### config.mk
export PLATFORM = sky130hd
export DESIGN_NAME = softmute_vol
export DESIGN_NICKNAME = d
export VERILOG_FILES = /design/src/rtl/vol_pkg.sv /design/src/rtl/vol_step_div.sv /design/src/rtl/vol_tgt_sel.sv /design/src/rtl/vol_ramp_chan.sv /design/src/rtl/softmute_vol.sv
export SDC_FILE = /design/constraint.sdc
export NUM_CORES = 1
export LEC_CHECK = 0
export BUFFER_PORTS_ARGS = -buffer_cell sky130_fd_sc_hd__buf_2
export CORE_MARGIN = 10
export CORE_UTILIZATION = 40
export CTS_CLUSTER_DIAMETER = 30
export DETAILED_ROUTE_END_ITERATION = 7
export GPL_TIMING_DRIVEN = 1
export PLACE_DENSITY_LB_ADDON = 0.2
export SETUP_SLACK_MARGIN = 0.2
export SYNTH_ARGS = -nofsm -noshare
export SYNTH_HDL_FRONTEND = slang
export SYNTH_SLANG_ARGS = --single-unit
### constraint.sdc
create_clock -name clk_i -period 10.2 [get_ports clk_i]
set_clock_uncertainty 0.2 [all_clocks]
set_input_delay 0.51 -clock clk_i [delete_from_list [all_inputs] [get_ports clk_i]]
set_output_delay 0.51 -clock clk_i [all_outputs]
set_load 0.01 [all_outputs]
### src/rtl/vol_pkg.sv
package vol_pkg;
  typedef enum logic [1:0] {
    DIR_HOLD = 2'd0,
    DIR_UP   = 2'd1,
    DIR_DOWN = 2'd2
  } ramp_dir_e;
endpackage

### src/rtl/vol_step_div.sv
module vol_step_div #(
  parameter int SEL_W        = 2,
  parameter int DIV_LOG2_MIN = 0
) (
  input  logic             clk_i,
  input  logic             rst_ni,
  input  logic             stb_i,
  input  logic [SEL_W-1:0] sel_i,
  output logic             step_o
);
  localparam int CNT_W = DIV_LOG2_MIN + (1 << SEL_W);
  localparam int LIM_W = CNT_W + 1;

  logic [CNT_W-1:0] cnt_q;
  logic [LIM_W-1:0] lim;

  assign lim    = (LIM_W'(1) << (LIM_W'(sel_i) + LIM_W'(DIV_LOG2_MIN))) - LIM_W'(1);
  // >= so a shortened period fires on the next strobe
  assign step_o = stb_i && ({1'b0, cnt_q} >= lim);

  always_ff @(posedge clk_i or negedge rst_ni) begin
    if (!rst_ni)     cnt_q <= '0;
    else if (step_o) cnt_q <= '0;
    else if (stb_i)  cnt_q <= cnt_q + CNT_W'(1);
  end

  AST_STEP_ONLY_ON_STB: assert property (@(posedge clk_i) disable iff (!rst_ni)
    !stb_i |=> $stable(cnt_q)) else $error("cnt moved without strobe");
endmodule

### src/rtl/vol_tgt_sel.sv
module vol_tgt_sel #(
  parameter int CODE_W = 8
) (
  input  logic [CODE_W-1:0] att_l_i,
  input  logic [CODE_W-1:0] att_r_i,
  input  logic              link_i,
  input  logic              smute_i,
  output logic [CODE_W-1:0] tgt_l_o,
  output logic [CODE_W-1:0] tgt_r_o
);
  localparam logic [CODE_W-1:0] MUTE_CODE = '1;

  logic [CODE_W-1:0] lvl [2];

  always_comb begin
    lvl[0] = att_l_i;
    lvl[1] = link_i ? att_l_i : att_r_i;
  end

  assign tgt_l_o = smute_i ? MUTE_CODE : lvl[0];
  assign tgt_r_o = smute_i ? MUTE_CODE : lvl[1];
endmodule

### src/rtl/vol_ramp_chan.sv
module vol_ramp_chan #(
  parameter int CODE_W = 8
) (
  input  logic              clk_i,
  input  logic              rst_ni,
  input  logic              step_i,
  input  logic [CODE_W-1:0] tgt_i,
  output logic [CODE_W-1:0] eff_o
);
  import vol_pkg::*;

  localparam logic [CODE_W-1:0] MUTE_CODE = '1;

  logic [CODE_W-1:0] eff_q;
  ramp_dir_e         dir;

  always_comb begin
    if (eff_q < tgt_i)      dir = DIR_UP;
    else if (eff_q > tgt_i) dir = DIR_DOWN;
    else                    dir = DIR_HOLD;
  end

  always_ff @(posedge clk_i or negedge rst_ni) begin
    if (!rst_ni) eff_q <= MUTE_CODE;
    else if (step_i) begin
      unique case (dir)
        DIR_UP:   eff_q <= eff_q + CODE_W'(1);
        DIR_DOWN: eff_q <= eff_q - CODE_W'(1);
        default:  eff_q <= eff_q;
      endcase
    end
  end

  assign eff_o = eff_q;

  AST_ONE_CODE_STEP: assert property (@(posedge clk_i) disable iff (!rst_ni)
    rst_ni |=> ((eff_q == $past(eff_q)) || (eff_q == $past(eff_q) + CODE_W'(1)) ||
                (eff_q == $past(eff_q) - CODE_W'(1)))) else $error("jump");
  AST_HOLD_AT_TARGET: assert property (@(posedge clk_i) disable iff (!rst_ni)
    (eff_q == tgt_i) |=> $stable(eff_q)) else $error("left target");
  AST_STEP_TOWARD: assert property (@(posedge clk_i) disable iff (!rst_ni)
    (step_i && (eff_q != tgt_i)) |=> (eff_q != $past(eff_q))) else $error("stalled");
  AST_NO_STEP_HOLD: assert property (@(posedge clk_i) disable iff (!rst_ni)
    !step_i |=> $stable(eff_q)) else $error("moved without step");
endmodule

### src/rtl/softmute_vol.sv
module softmute_vol #(
  parameter int CODE_W       = 8,
  parameter int SEL_W        = 2,
  parameter int DIV_LOG2_MIN = 0
) (
  input  logic              clk_i,
  input  logic              rst_ni,
  input  logic              smp_stb_i,
  input  logic [CODE_W-1:0] att_l_i,
  input  logic [CODE_W-1:0] att_r_i,
  input  logic              link_i,
  input  logic              smute_i,
  input  logic [SEL_W-1:0]  ramp_sel_i,
  output logic [CODE_W-1:0] eff_l_o,
  output logic [CODE_W-1:0] eff_r_o
);
  localparam int N_CH = 2;

  logic              step;
  logic [CODE_W-1:0] tgt [N_CH];
  logic [CODE_W-1:0] eff [N_CH];

  vol_step_div #(.SEL_W(SEL_W), .DIV_LOG2_MIN(DIV_LOG2_MIN)) u_div (
    .clk_i  (clk_i),
    .rst_ni (rst_ni),
    .stb_i  (smp_stb_i),
    .sel_i  (ramp_sel_i),
    .step_o (step)
  );

  vol_tgt_sel #(.CODE_W(CODE_W)) u_tgt (
    .att_l_i (att_l_i),
    .att_r_i (att_r_i),
    .link_i  (link_i),
    .smute_i (smute_i),
    .tgt_l_o (tgt[0]),
    .tgt_r_o (tgt[1])
  );

  for (genvar ch = 0; ch < N_CH; ch++) begin : g_ch
    vol_ramp_chan #(.CODE_W(CODE_W)) u_ramp (
      .clk_i  (clk_i),
      .rst_ni (rst_ni),
      .step_i (step),
      .tgt_i  (tgt[ch]),
      .eff_o  (eff[ch])
    );
  end

  assign eff_l_o = eff[0];
  assign eff_r_o = eff[1];

  AST_LINK_TRACK: assert property (@(posedge clk_i) disable iff (!rst_ni)
    (link_i && (eff_l_o == eff_r_o)) |=> (eff_l_o == eff_r_o)) else $error("link split");
  AST_STB_GATES_OUT: assert property (@(posedge clk_i) disable iff (!rst_ni)
    !smp_stb_i |=> ($stable(eff_l_o) && $stable(eff_r_o))) else $error("moved off strobe");
  AST_MUTE_STAYS: assert property (@(posedge clk_i) disable iff (!rst_ni)
    (smute_i && (&eff_l_o)) |=> (&eff_l_o)) else $error("left mute");
endmodule

==> impl_results.md <==
- #FFs+latches synth: 20
- Post-synth top flop: dfstp_2
- ANT nets after route: 0
- Post-Route Setup TNS: 0 ns
- Pleak: 1.14 nW
- Final hold violation count: 4
- Sw frac: 43.4%
- Fillcell total: 492
- Initial DRC count: 45
- Synth async-reset ratio: 100%
- Largest net degree at the start of global routing: 21
- Row count: 25
- Vias in the first global route: 1657
- Post-CTS setup buffer count: 0
- Final Net Count: 314
- Mapped Nets: 275
- Core area: 0.00482 sq mm
- Clock Pin Slew Worst Setup and Hold Paths: 0.08 ns
- Die Ht: 91.4 microns
- Max_slew headroom: 61.8%
- Post-synthesis area per instance: 9.34 sq um
- Commonest non-fill, non-tap cell in the layout: buf_2
- Drt drc: 0
- Yosys Warn Count: 0
- Cell count after synthesis: 218
- Effective utilization at floorplan: 42.3%
- Period utilization: 35.3%
- DP Wirelength: 3.68 mm
- Tightest Hold Check Type: primary input to async pin
- Worst path required time: 10.19 ns
- Tmin final: 3.61 ns
- Setup Viol. Count Final: 0
- CTS tree: built
- Port Buf Inserts: 38
- Synth unique cells: 42
- Router iterations before antenna repair: 4
- CTS Buf Count: 3
- Die width: 91.4 microns
- Sequential share of the synthesized area: 25.6%
- Worst-Skew Late Latency: 0.26 ns
- Pwr Density: 314 mW/mm^2
- DR vias: 1589
- Root Driver: clkbuf_8
- Maximum capacitance violations: 0
- Power Internal: 0.000415 W
- # hold bufs at CTS: 0
- Failing checks: hold timing
- Critical path arrival: 3.60 ns
- Gate power share: 66.2%
- Mapped cell area: 0.00204 sq mm
- # diodes: 0
- GRT Util Overall: 10.8%
- Peak supply drop: 0.000123 V
- Most frequent cells in the layout: buf_2, ha_1, nand2_1
- Total Wirelength: 4.44 mm
- CP Capture Type: flip-flop
- Setup Crit Path Kind: primary input to flip-flop
- Gp weighted congestion: 0.789
- Max-slew violation count: 0
- Sw power: 0.000319 W
- FMAX: 277 MHz
- Sequential power share: 25.5%
- I/O pin cnt: 39
- Total grt overflow: 0
- Outcome: finished, violations left
- CTS Buffer Depth: 2
- Largest fanout on the critical path: 16
- Die area: 0.00835 sq mm
- Clk pwr share: 8.3%
- Cell area after placement: 0.00228 sq mm
- WL/cell: 13.8 microns
- Worst Setup Start Kind: primary input
- Vias/cell: 4.92
- Layout cells sized above 1: 29.3%
- Final instance area: 0.00234 sq mm
- Least-Margin Pin Slew: 0.572 ns
- Initial antenna violation count: 0
- Post-synth EDFFs: 0
- Hold slack: -0.00364 ns
- Unrepaired setup endpoints after global routing: false
- Area growth, synth to finish: 14.7%
- Post-CTS Resized: 0
- Sink Count: 20
- H-Tree Level Count: 1
- First-pass GRT wire length: 7.69 mm
-- cell type report --
cell class              count  area (sq um)  share of cell area [%]
inverters                  13          48.8                    2.09
well taps                  67          83.8                    3.59
flip-flops and latches     20           520                    22.3
multi-input cells         181          1440                    61.5
repair buffers             38           190                    8.14
clock buffers               4          55.1                    2.36
-- flip-flops by register name, indices dropped and copies added, names as in the netlist --
| name | cells |
|---|---|
| u_div.cnt_q | 4 |
| g_ch.u_ramp.eff_o | 16 |
-- path summary, 6_finish.rpt --
kind	slack (ns)	end	startpoint	cells after the start
worst max register to register	6.67	g_ch[0].u_ramp.eff_o[6]	g_ch[0].u_ramp.eff_o[0]	15
max in group asynchronous	9.46	g_ch[1].u_ramp.eff_o[4]	rst_ni	1
worst min-delay path	-0.004	u_div.cnt_q[3]	rst_ni	1
min in group clk_i	0.32	g_ch[1].u_ramp.eff_o[7]	g_ch[1].u_ramp.eff_o[7]	1
worst max-delay path	6.59	g_ch[0].u_ramp.eff_o[6]	smute_i	16
worst min register to register	0.32	g_ch[1].u_ramp.eff_o[7]	g_ch[1].u_ramp.eff_o[7]	1
-- Yosys cell counts, types with 2 or more instances --
| library cell | count | area (sq um) |
|---|---|---|
| a211oi_1 | 9 | 67.6 |
| dfstp_2 | 16 | 420 |
| nor3_1 | 2 | 10.0 |
| nand2b_1 | 3 | 18.8 |
| or2_2 | 2 | 12.5 |
| o21ai_0 | 7 | 35.0 |
| nor4_2 | 2 | 25.0 |
| xor2_1 | 5 | 43.8 |
| a21oi_1 | 17 | 85.1 |
| o21ai_1 | 6 | 30.0 |
| xnor2_1 | 6 | 52.6 |
| and3_1 | 2 | 12.5 |
| fa_1 | 2 | 40.0 |
| nor2_1 | 16 | 60.1 |
| mux2_4 | 9 | 135 |
| nand4b_1 | 2 | 17.5 |
| buf_6 | 2 | 22.5 |
| inv_1 | 13 | 48.8 |
| nor2b_1 | 12 | 75.1 |
| nand3_1 | 4 | 20.0 |
| mux2i_1 | 4 | 40.0 |
| or2_1 | 2 | 12.5 |
| dfrtp_1 | 4 | 100 |
| clkbuf_1 | 2 | 7.51 |
| ha_1 | 32 | 400 |
| o2bb2ai_1 | 2 | 17.5 |
| nand2_1 | 20 | 75.1 |
-- cell families after synthesis --
kind of cell	share of synthesized area, %
multiplexers	9.15
XOR/XNOR	4.73
buffers and inverters	3.87
AO/OA/AOI/OAI	16.0
adder cells (fa/ha/maj)	21.6
AND/OR/NAND/NOR	19.1
flip-flops	25.6
-- per-layer routing --
metal	up-vias	GRT usage [%]	share of wire, %
met5	-	0	0
met3	4	2.47	4.5
li1	852	-	-
met1	702	15.1	55
met4	0	2.35	0.86
met2	31	16.2	39
-- worst max-delay path, stage by stage --
cell,delay (ns)
buf_2,0.18
or2_2,0.32
ha_1,0.18
nor2b_1,0.14
o21bai_2,0.10
a211oi_1,0.24
nor2_1,0.09
or2_1,0.26
inv_1,0.17
ha_1,0.31
nor2b_1,0.15
o21ai_1,0.15
a21boi_1,0.10
o21a_1,0.17
or3_1,0.31
a31o_1,0.21
-- power by group through the flow --
stage | sequential (W) | combinational, W | clock [W]
3_3_place_gp | 0.000190 | 0.000479 | 0
2_1_floorplan | 0.000193 | 0.000380 | 0
4_1_cts | 0.000190 | 0.000488 | 0.0000638
5_1_grt | 0.000196 | 0.000547 | 0.0000676
3_5_place_dp | 0.000191 | 0.000485 | 0
6_report | 0.000187 | 0.000485 | 0.0000612
-- per-stage QoR --
stage | power, W | setup WS [ns] | utilization [%] | instances
global route | 0.000811 | 6.33 | 48.5 | 323
floorplan | 0.000573 | 6.55 | - | 218
CTS | 0.000741 | 6.59 | 48.5 | 323
detailed placement | 0.000676 | 6.34 | 47.4 | 319
finish | 0.000733 | 6.59 | 48.5 | 323
global placement | 0.000669 | 6.41 | 47.4 | 319
No activity file was read; power rests on OpenSTA's default activity.
